[config.mk]
export PLATFORM = sky130hd
export DESIGN_NAME = bmc_stereo_tx
export DESIGN_NICKNAME = d
export VERILOG_FILES = /design/src/rtl/bmc_pkg.sv /design/src/rtl/bmc_frame_seq.sv /design/src/rtl/bmc_subframe_build.sv /design/src/rtl/bmc_line_coder.sv /design/src/rtl/bmc_stereo_tx.sv
export SDC_FILE = /design/constraint.sdc
export NUM_CORES = 1
export LEC_CHECK = 0
export BUFFER_PORTS_ARGS = -buffer_cell sky130_fd_sc_hd__clkbuf_2
export CAP_MARGIN = 20
export CORE_MARGIN = 3
export CORE_UTILIZATION = 27
export DETAILED_ROUTE_END_ITERATION = 6
export PLACE_DENSITY_LB_ADDON = 0.25
export SYNTH_ARGS = -nofsm -noshare
export SYNTH_HDL_FRONTEND = slang
export SYNTH_HIERARCHICAL = 1
export SYNTH_SLANG_ARGS = --single-unit
[constraint.sdc]
create_clock -name clk -period 5.35 [get_ports clk]
set_clock_uncertainty 0.05 [all_clocks]
set_input_delay 1.07 -clock clk [delete_from_list [all_inputs] [get_ports clk]]
set_output_delay 1.07 -clock clk [all_outputs]
set_load 0.03 [all_outputs]
[src/rtl/bmc_pkg.sv]
package bmc_pkg;
  localparam int CELLS_PER_SLOT  = 2;
  localparam int SLOTS_PER_SUB   = 32;
  localparam int SUBS_PER_FRAME  = 2;
  localparam int CELLS_PER_SUB   = CELLS_PER_SLOT * SLOTS_PER_SUB;
  localparam int CELLS_PER_FRAME = CELLS_PER_SUB * SUBS_PER_FRAME;
  localparam int CELL_W          = $clog2(CELLS_PER_FRAME);
  localparam int SUB_CELL_W      = $clog2(CELLS_PER_SUB);
  localparam int SLOT_W          = $clog2(SLOTS_PER_SUB);
  localparam int PRE_SLOTS       = 4;
  localparam int PRE_CELLS       = PRE_SLOTS * CELLS_PER_SLOT;
  localparam int AUX_LO          = PRE_SLOTS;
  localparam int AUX_W           = 4;
  localparam int AUDIO_FIELD_W   = 20;
  localparam int SLOT_VALID      = 28;
  localparam int SLOT_USER       = 29;
  localparam int SLOT_CHSTAT     = 30;
  localparam int SLOT_PARITY     = 31;

  typedef enum logic [1:0] {
    PRE_BLOCK = 2'd0,
    PRE_LEFT  = 2'd1,
    PRE_RIGHT = 2'd2
  } pre_kind_e;

  // Cell k of the preamble (time order) is bit k of the result,
  // given for a low line level ahead of the preamble.
  function automatic logic [PRE_CELLS-1:0] pre_cells(input pre_kind_e kind);
    logic [PRE_CELLS-1:0] p;
    p = '0;
    p[0] = 1'b1;
    p[1] = 1'b1;
    p[2] = 1'b1;
    case (kind)
      PRE_BLOCK: p[4] = 1'b1;
      PRE_LEFT:  p[6] = 1'b1;
      default:   p[5] = 1'b1;
    endcase
    return p;
  endfunction
endpackage

[src/rtl/bmc_frame_seq.sv]
module bmc_frame_seq
  import bmc_pkg::*;
#(
  parameter int SAMPLE_W         = 16,
  parameter int FRAMES_PER_BLOCK = 192
) (
  input  logic                clk,
  input  logic                rst_n,
  input  logic                cell_en,
  input  logic                mute,
  input  logic                pair_valid,
  input  logic [SAMPLE_W-1:0] pair_left,
  input  logic [SAMPLE_W-1:0] pair_right,
  output logic                pair_ready,
  output logic [CELL_W-1:0]   cell_idx,
  output logic                block_start,
  output logic                have_pair,
  output logic                mute_held,
  output logic [SAMPLE_W-1:0] left_held,
  output logic [SAMPLE_W-1:0] right_held
);
  localparam int FCNT_W = $clog2(FRAMES_PER_BLOCK);
  localparam logic [CELL_W-1:0] LAST_CELL  = CELL_W'(CELLS_PER_FRAME - 1);
  localparam logic [FCNT_W-1:0] LAST_FRAME = FCNT_W'(FRAMES_PER_BLOCK - 1);

  logic [CELL_W-1:0]   cell_q, cell_d;
  logic [FCNT_W-1:0]   fcnt_q, fcnt_d;
  logic                have_q, have_d;
  logic                mute_q, mute_d;
  logic [SAMPLE_W-1:0] left_q, left_d;
  logic [SAMPLE_W-1:0] right_q, right_d;
  logic                frame_end;

  assign frame_end  = cell_en && (cell_q == LAST_CELL);
  assign pair_ready = frame_end;

  always_comb begin
    cell_d  = cell_q;
    fcnt_d  = fcnt_q;
    have_d  = have_q;
    mute_d  = mute_q;
    left_d  = left_q;
    right_d = right_q;
    if (cell_en) begin
      cell_d = frame_end ? '0 : cell_q + 1'b1;
    end
    if (frame_end) begin
      fcnt_d = (fcnt_q == LAST_FRAME) ? '0 : fcnt_q + 1'b1;
      have_d = pair_valid;
      mute_d = mute;
      if (pair_valid) begin
        left_d  = pair_left;
        right_d = pair_right;
      end
    end
  end

  always_ff @(posedge clk or negedge rst_n) begin
    if (!rst_n) begin
      cell_q  <= '0;
      fcnt_q  <= '0;
      have_q  <= 1'b0;
      mute_q  <= 1'b0;
      left_q  <= '0;
      right_q <= '0;
    end else begin
      cell_q  <= cell_d;
      fcnt_q  <= fcnt_d;
      have_q  <= have_d;
      mute_q  <= mute_d;
      left_q  <= left_d;
      right_q <= right_d;
    end
  end

  assign cell_idx    = cell_q;
  assign block_start = (fcnt_q == '0);
  assign have_pair   = have_q;
  assign mute_held   = mute_q;
  assign left_held   = left_q;
  assign right_held  = right_q;

  // block counter stays in range and wraps to zero after the last frame
  p_fcnt_range_r4: assert property (@(posedge clk) disable iff (!rst_n)
    fcnt_q <= LAST_FRAME);
  p_block_wrap_r4: assert property (@(posedge clk) disable iff (!rst_n)
    (frame_end && fcnt_q == LAST_FRAME) |=> (fcnt_q == '0));
  // held pair does not move except at a frame end
  p_hold_stable_r8: assert property (@(posedge clk) disable iff (!rst_n)
    !frame_end |=> ($stable(left_q) && $stable(right_q) && $stable(have_q)));
endmodule

[src/rtl/bmc_subframe_build.sv]
module bmc_subframe_build
  import bmc_pkg::*;
#(
  parameter int SAMPLE_W = 16
) (
  input  logic                     is_right,
  input  logic                     block_start,
  input  logic                     have_pair,
  input  logic                     mute_held,
  input  logic [SAMPLE_W-1:0]      left_held,
  input  logic [SAMPLE_W-1:0]      right_held,
  output logic [SLOTS_PER_SUB-1:0] word,
  output logic [PRE_CELLS-1:0]     pre
);
  localparam int PAD_W     = AUDIO_FIELD_W - SAMPLE_W;
  localparam int SAMPLE_LO = AUX_LO + AUX_W + PAD_W;

  logic [SAMPLE_W-1:0] sample;
  pre_kind_e           kind;

  assign sample = is_right ? right_held : left_held;

  always_comb begin
    word = '0;
    if (have_pair) begin
      word[AUX_LO]                    = ^sample;
      word[SAMPLE_LO +: SAMPLE_W]     = sample;
    end
    word[SLOT_USER]   = 1'b0;
    word[SLOT_CHSTAT] = 1'b0;
    word[SLOT_VALID]  = mute_held;
    word[SLOT_PARITY] = mute_held;
  end

  always_comb begin
    if (is_right)         kind = PRE_RIGHT;
    else if (block_start) kind = PRE_BLOCK;
    else                  kind = PRE_LEFT;
  end

  assign pre = pre_cells(kind);
endmodule

[src/rtl/bmc_line_coder.sv]
module bmc_line_coder
  import bmc_pkg::*;
(
  input  logic                     clk,
  input  logic                     rst_n,
  input  logic                     cell_en,
  input  logic [CELL_W-1:0]        cell_idx,
  input  logic [SLOTS_PER_SUB-1:0] word,
  input  logic [PRE_CELLS-1:0]     pre,
  output logic                     line_out
);
  logic [SUB_CELL_W-1:0] sub_cell;
  logic [SLOT_W-1:0]     slot;
  logic                  half;
  logic                  in_pre;
  logic                  cur_bit;
  logic                  pol;
  logic                  line_q, line_d;
  logic                  pol_q, pol_d;

  assign sub_cell = cell_idx[SUB_CELL_W-1:0];
  assign slot     = sub_cell[SUB_CELL_W-1:1];
  assign half     = sub_cell[0];
  assign in_pre   = (slot < SLOT_W'(PRE_SLOTS));
  assign cur_bit  = word[slot];
  assign pol      = (sub_cell == '0) ? line_q : pol_q;

  always_comb begin
    line_d = line_q;
    pol_d  = pol_q;
    if (cell_en) begin
      if (in_pre)     line_d = pre[sub_cell[$clog2(PRE_CELLS)-1:0]] ^ pol;
      else if (!half) line_d = ~line_q;
      else            line_d = cur_bit ? ~line_q : line_q;
      if (sub_cell == '0) pol_d = line_q;
    end
  end

  always_ff @(posedge clk or negedge rst_n) begin
    if (!rst_n) begin
      line_q <= 1'b0;
      pol_q  <= 1'b0;
    end else begin
      line_q <= line_d;
      pol_q  <= pol_d;
    end
  end

  assign line_out = line_q;

  // every data bit starts with a transition
  p_bit_start_edge_r1: assert property (@(posedge clk) disable iff (!rst_n)
    (cell_en && !in_pre && !half) |=> (line_q != $past(line_q)));
  // mid-bit transition present exactly for a one
  p_mid_edge_r1: assert property (@(posedge clk) disable iff (!rst_n)
    (cell_en && !in_pre && half) |=> ((line_q != $past(line_q)) == $past(cur_bit)));
  // line is low whenever a subframe begins
  p_sub_start_low_r3: assert property (@(posedge clk) disable iff (!rst_n)
    (cell_en && sub_cell == '0) |-> !line_q);
  // data and flag slots of each subframe carry even parity
  p_even_parity_r5: assert property (@(posedge clk) disable iff (!rst_n)
    (cell_en && sub_cell == '0) |-> !(^word[SLOTS_PER_SUB-1:AUX_LO]));
endmodule

[src/rtl/bmc_stereo_tx.sv]
module bmc_stereo_tx
  import bmc_pkg::*;
#(
  parameter int SAMPLE_W         = 16,
  parameter int FRAMES_PER_BLOCK = 192
) (
  input  logic                clk,
  input  logic                rst_n,
  input  logic                cell_en,
  input  logic                mute,
  input  logic                pair_valid,
  input  logic [SAMPLE_W-1:0] pair_left,
  input  logic [SAMPLE_W-1:0] pair_right,
  output logic                pair_ready,
  output logic                line_out
);
  logic [CELL_W-1:0]        cell_idx;
  logic                     block_start;
  logic                     have_pair;
  logic                     mute_held;
  logic [SAMPLE_W-1:0]      left_held;
  logic [SAMPLE_W-1:0]      right_held;
  logic [SLOTS_PER_SUB-1:0] word;
  logic [PRE_CELLS-1:0]     pre;

  bmc_frame_seq #(
    .SAMPLE_W         (SAMPLE_W),
    .FRAMES_PER_BLOCK (FRAMES_PER_BLOCK)
  ) u_seq (
    .clk         (clk),
    .rst_n       (rst_n),
    .cell_en     (cell_en),
    .mute        (mute),
    .pair_valid  (pair_valid),
    .pair_left   (pair_left),
    .pair_right  (pair_right),
    .pair_ready  (pair_ready),
    .cell_idx    (cell_idx),
    .block_start (block_start),
    .have_pair   (have_pair),
    .mute_held   (mute_held),
    .left_held   (left_held),
    .right_held  (right_held)
  );

  bmc_subframe_build #(
    .SAMPLE_W (SAMPLE_W)
  ) u_build (
    .is_right    (cell_idx[CELL_W-1]),
    .block_start (block_start),
    .have_pair   (have_pair),
    .mute_held   (mute_held),
    .left_held   (left_held),
    .right_held  (right_held),
    .word        (word),
    .pre         (pre)
  );

  bmc_line_coder u_coder (
    .clk      (clk),
    .rst_n    (rst_n),
    .cell_en  (cell_en),
    .cell_idx (cell_idx),
    .word     (word),
    .pre      (pre),
    .line_out (line_out)
  );
endmodule

==> flow_metrics.tcl, run 1 <==
set metrics [dict create \
    outcome "complete, no violations" \
    ctsHoldBuffers 0 \
    post_synth_instance_area_sq_mm 0.00343 \
    totalNegativeSetupSlack_ns 0 \
    path_cells "buf_4, mux2i_1, xnor2_1, xnor2_1, xnor2_1, and2_1, mux4_2, a22oi_2, nand4_1, and3_1, a211o_1" \
    fraction_of_the_yosys_area_taken_by_sequential_cells_pct 37.2 \
    antenna_left 0 \
    path_clk_slew_ns 0.07 \
    required_ns 5.48 \
    timing.critical_path.slowest_stage_cell "sky130_fd_sc_hd__dfrtp_1" \
    cts_repair_resize_count 0 \
    total_power_mw 1.20 \
    gp_congestion 0.717 \
    synthCells 291 \
    report.final.setup_viol 0 \
    most-common-layout-cells "sky130_fd_sc_hd__dfrtp_1, sky130_fd_sc_hd__clkbuf_2, sky130_fd_sc_hd__mux2_4" \
    overflow 0 \
    wl_mm 6.34 \
    place.detailed.hpwl_mm 4.55 \
    final.period_utilization_pct 62.9 \
    grt_start_max_net_pins 52 \
    deepest_level_of_the_cts_h_tree 2 \
    clock_latency_on_the_worst_skew_pair_ns 0.29 \
    final_nets 361 \
    cts_tree "built" \
    min-delay-path-class "reg -> reg" \
    clkSinkCount 51 \
    drv_cap 0 \
    drc_errors 0 \
    multiInputGateArea_sq_mm 0.00194 \
    clk_path_buf_depth 2 \
    period_minus_slack_ns 3.36 \
    routed_via_density 4.37 \
    pwr_density_cell_mw_per_mm2 313 \
    n_antenna_cell 0 \
    grt_setup_unrepaired "false" \
    chipHeight_um 119 \
    routed-via-count 2141 \
    timing.setup.critical_path_class "reg -> reg" \
    worst_path_largest_cell_delay_ns 0.77 \
    drive_gt1_share_pct 29.5 \
    yosys.cell_types.count 43 \
    grt_usage_pct 9.55 \
    vias_in_the_first_global_route 2174 \
    wire_per_inst_um 12.9 \
    ys_top_cells_by_area "sky130_fd_sc_hd__dfrtp_1, sky130_fd_sc_hd__mux2_4, sky130_fd_sc_hd__mux2i_1" \
    yosys_register_bits 51 \
    area_overhead_of_the_layout_relative_to_synthesis_pct 11.4 \
    drt_first_iter_violations 45 \
    setup.worst_path.end_class "flip-flop" \
    numPortBuffers 38 \
    finalHoldViolCount 0 \
    worst-slew-pin-transition_ns 0.693 \
    post-cts-setup-buffer-count 0 \
    final-max-slew-violation-count 0 \
    relSlewSlack_pct 53.8 \
    grt_first_pass_wirelength_mm 10.9 \
    row_count 40 \
    postLayoutCellArea_sq_mm 0.00382 \
    num-fill-cells 1279 \
    final_core_utilization_pct 31.3 \
    yosys_warnings 6 \
    layout.area.seq_sq_mm 0.00128 \
    clock_tree.root_cell "sky130_fd_sc_hd__clkbuf_16" \
    dieArea_sq_mm 0.0141 \
    yosysTopAreaCellShare_pct 37.2 \
    irDropWorstVdd_mv 0.118 \
    chipWidth_um 119 \
    power_leakage_nw 1.91 \
    total_cell_area_at_the_placement_stage_sq_mm 0.00366 \
    synth_largest_area_cell "sky130_fd_sc_hd__dfrtp_1" \
    dr.pass1.iters 4 \
    initial_standard_cell_utilization_of_the_core_pct 28.1 \
    critPathMaxFanout 15 \
    achievable-frequency_mhz 297 \
    syn_area_per_cell_sq_um 11.8 \
    worst_setup_start_kind "flip-flop" \
    core_sq_mm 0.0122 \
    crit_top_cell "sky130_fd_sc_hd__xnor2_1" \
    cts_made_buffers 5 \
    antenna_violations_before_repair 0 \
    ios 39 \
    final_common_cell "sky130_fd_sc_hd__dfrtp_1" \
    crit_arrival_ns 3.49 \
]
[synthesized netlist by cell type, drive strengths merged]
cell type,number
dfrtp,51
mux2,38
buf,30
mux2i,25
nor2b,21
xor2,16
nand2,14
xnor2,13
nor2,11
mux4,9
o21ai,9
and3,7
inv,6
nand3,4
nor3,4
clkbuf,3
ha,3
nand4,3
a21boi,2
a21oi,2
a221oi,2
a22oi,2
and2,2
and4,2
conb,2
a211o,1
a22o,1
and3b,1
and4b,1
clkinv,1
nand3b,1
nor4,1
o21bai,1
or3,1
or4b,1
[cell type report]
| type | instances | area share (%) |
|---|---|---|
| clock buffers | 5 | 3.27 |
| flip-flops and latches | 51 | 33.4 |
| well taps | 168 | 5.50 |
| multi-input cells | 216 | 50.6 |
| repair buffers | 40 | 5.36 |
| clock inverters | 3 | 1.14 |
| inverters | 7 | 0.720 |
[stage by stage]
| step | setup slack (ns) | hold WS (ns) | std cells |
|---|---|---|---|
| after floorplan | 2.50 | 0.418 | 307 |
| after global routing | 1.77 | 0.504 | 490 |
| after CTS | 1.95 | 0.465 | 490 |
| after global placement | 2.04 | 0.441 | 482 |
| final | 1.99 | 0.470 | 490 |
| after detailed placement | 1.98 | 0.448 | 482 |
[worst paths after layout]
check | from | to | slack (ns) | depth (start not counted)
max reg2reg | u_seq/cell_idx[6] | u_coder/line_out | 1.99 | 11
min in group asynchronous | rst_n | u_seq/fcnt_q[2] | 0.82 | 2
max | u_seq/cell_idx[6] | u_coder/line_out | 1.99 | 11
min | u_coder/pol_q | u_coder/pol_q | 0.47 | 2
min reg2reg | u_coder/pol_q | u_coder/pol_q | 0.47 | 2
max in group asynchronous | rst_n | u_seq/cell_idx[6] | 3.96 | 2
[state kept, by name, indices dropped and copies added, names as in the netlist]
register	flops
u_coder/line_out	1
u_coder/pol_q	1
u_seq/cell_idx	7
u_seq/fcnt_q	8
u_seq/have_pair	1
u_seq/left_held	16
u_seq/mute_held	1
u_seq/right_held	16
[cell families after synthesis]
logic type	Yosys count	share of synthesized area [%]
muxes	72	29.6
buffers and inverters	40	8.20
adders and majority gates	3	1.09
other	2	0.219
DFF	51	37.2
and+or+nand+nor	74	12.5
AOI/OAI and AO/OA	20	3.86
xor gates and xnor gates	29	7.40
[metal layers]
layer	wire length, um	GRT usage (%)	vias up
met3	220	2.11	6
met1	3010	12.8	1055
li1	-	-	1041
met4	99	3.26	0
met2	3010	15.2	39
met5	0	0	-
[worst max-delay path: cells and delay by family, from the launching register on]
kind | cells | cell delay (ns)
xor gates and xnor gates | 3 | 0.40
DFF | 1 | 0.77
AOI/OAI and AO/OA | 2 | 0.42
muxes | 2 | 0.73
buffers and inverters | 1 | 0.38
and+or+nand+nor | 3 | 0.49
[where the power goes]
part           switching [mW]  internal, mW  leakage (nW)
Sequential              0.114         0.421         0.678
Combinational           0.117         0.179          1.15
Clock                   0.144         0.221        0.0838
No activity file was read; power rests on OpenSTA's default activity.
==> run 2, diff against run 1 <==
clock period = 2.9 ns   (was 5.35 ns; I/O delays follow)
==> flow_metrics.tcl, run 2 (synthesis gave the netlist of run 1 again) <==
set metrics [dict create \
    num-fill-cells 1274 \
    cell_count_after_placement 491 \
    antenna_violations_before_repair 0 \
    final-max-slew-violation-count 0 \
    finalHoldViolCount 0 \
    path_cells "inv_2, ha_1, or4b_4, nor4_4, nor2_1, mux4_1, mux2_2, nor3_2, and3b_1, a211o_1" \
    grt_first_pass_wirelength_mm 11.5 \
    cts_made_buffers 5 \
    grt_busiest_layer "met2" \
    ios 39 \
    total_power_mw 2.23 \
    postLayoutCellArea_sq_mm 0.00396 \
    cpLargestDelayFamily "simple AND/OR/NAND/NOR gates" \
    chipHeight_um 119 \
    antenna_left 0 \
    most-common-layout-cells "sky130_fd_sc_hd__dfrtp_1, sky130_fd_sc_hd__clkbuf_2, sky130_fd_sc_hd__mux2_4" \
    drv_cap 0 \
    use_met2_pct 16.3 \
    achievable-frequency_mhz 361 \
    pwr_density_cell_mw_per_mm2 562 \
    multiInputGateArea_sq_mm 0.00196 \
    chipWidth_um 119 \
    grt_usage_pct 9.87 \
    min-delay-path-class "in -> async" \
    power_leakage_nw 1.97 \
    outcome "complete, no violations" \
    numPortBuffers 38 \
    layout.area.seq_sq_mm 0.00128 \
    report.final.setup_viol 0 \
    final_nets 373 \
    dr.pass1.iters 4 \
    row_count 40 \
    hold-worst-slack_ns 0.350 \
    initial_standard_cell_utilization_of_the_core_pct 28.1 \
    dieArea_sq_mm 0.0141 \
    wire_per_inst_um 13.2 \
    path_clk_slew_ns 0.07 \
    ctsHoldBuffers 0 \
    timing.critical_path.slowest_stage_cell "sky130_fd_sc_hd__or4b_4" \
    routed_via_density 4.36 \
    final_common_cell "sky130_fd_sc_hd__dfrtp_1" \
    setup.worst_path.end_class "flip-flop" \
    drive_gt1_share_pct 33.5 \
    final.period_utilization_pct 95.5 \
    core_sq_mm 0.0122 \
    wl_mm 6.63 \
    drc_errors 0 \
    critPathMaxFanout 3 \
    clock_tree.root_cell "sky130_fd_sc_hd__clkbuf_16" \
    grt_start_max_net_pins 52 \
    relSlewSlack_pct 55.2 \
    gr_met1_demand_resource_pct 13.3 \
    drt_first_iter_violations 84 \
    place.detailed.hpwl_mm 4.70 \
    routed-via-count 2191 \
    cts_tree "built" \
    met3_usage_pct 1.67 \
    area_overhead_of_the_layout_relative_to_synthesis_pct 15.3 \
    required_ns 3.02 \
    deepest_level_of_the_cts_h_tree 2 \
    timing.setup.critical_path_class "reg -> reg" \
    vias_in_the_first_global_route 2320 \
    n_antenna_cell 0 \
    clk_path_buf_depth 2 \
    total_cell_area_at_the_placement_stage_sq_mm 0.00374 \
    final-instance-count-excl-fill 502 \
    period_minus_slack_ns 2.77 \
    gp_congestion 0.705 \
    critical_path_buf_inv_count 1 \
    worst-slew-pin-transition_ns 0.673 \
    overflow 0 \
    worst_path_largest_cell_delay_ns 0.48 \
    worst_setup_start_kind "flip-flop" \
    clock_latency_on_the_worst_skew_pair_ns 0.29 \
    clkSinkCount 51 \
    grt_setup_unrepaired "true" \
    irDropWorstVdd_mv 0.281 \
    crit_arrival_ns 2.89 \
]
run 2: repair_timing:
action                     CTS  global route
pin swaps                    1             3
setup endpoints to repair    1             1
gates cloned                 0             1
setup buffers                0             2
resized for setup            4             3
run 2: metrics by stage:
stage	util, %	setup TNS (ns)	worst slack, ns
4_1_cts	32.0	0	0.0121
3_3_place_gp	30.6	-0.0301	-0.0301
2_1_floorplan	-	0	0.0451
6_report	32.4	0	0.129
5_1_grt	32.4	-0.0477	-0.0477
3_5_place_dp	30.6	-0.159	-0.159
run 2: final timing paths:
path                                 start                end  slack (ns)  cells past startpoint
hold reg to reg              u_coder/pol_q      u_coder/pol_q        0.47                      2
setup reg to reg           u_seq/fcnt_q[0]   u_coder/line_out        0.13                     10
min in group clk                      mute    u_seq/mute_held        0.44                      3
max in group asynchronous            rst_n  u_seq/cell_idx[6]        1.95                      2
hold / removal                       rst_n    u_seq/fcnt_q[4]        0.35                      2
setup / recovery           u_seq/fcnt_q[0]   u_coder/line_out        0.13                     10
run 2: worst reg2reg max path, cell delays in order, from the launching register on:
cell	delay (ns)
sky130_fd_sc_hd__dfrtp_1	0.39
sky130_fd_sc_hd__inv_2	0.07
sky130_fd_sc_hd__ha_1	0.14
sky130_fd_sc_hd__or4b_4	0.48
sky130_fd_sc_hd__nor4_4	0.16
sky130_fd_sc_hd__nor2_1	0.06
sky130_fd_sc_hd__mux4_1	0.46
sky130_fd_sc_hd__mux2_2	0.29
sky130_fd_sc_hd__nor3_2	0.09
sky130_fd_sc_hd__and3b_1	0.19
sky130_fd_sc_hd__a211o_1	0.28
run 2: metal layers:
layer	wire [um]	part of all wire [%]
met1	3150	48
met2	3230	49
met3	160	2.4
met4	89	1.3
met5	0	0
run 2: final cells by class:
type	count	share of cell area [%]
Inverter	7	0.695
Clock buffer	6	3.51
Tap cell	168	5.31
Clock inverter	2	0.411
Timing Repair Buffer	52	8.22
Multi-Input combinational cell	216	49.6
Sequential cell	51	32.3
run 2: power breakdown:
| group | internal [mW] | switching, mW |
|---|---|---|
| registers | 0.779 | 0.175 |
| clock network | 0.346 | 0.276 |
| logic | 0.390 | 0.260 |
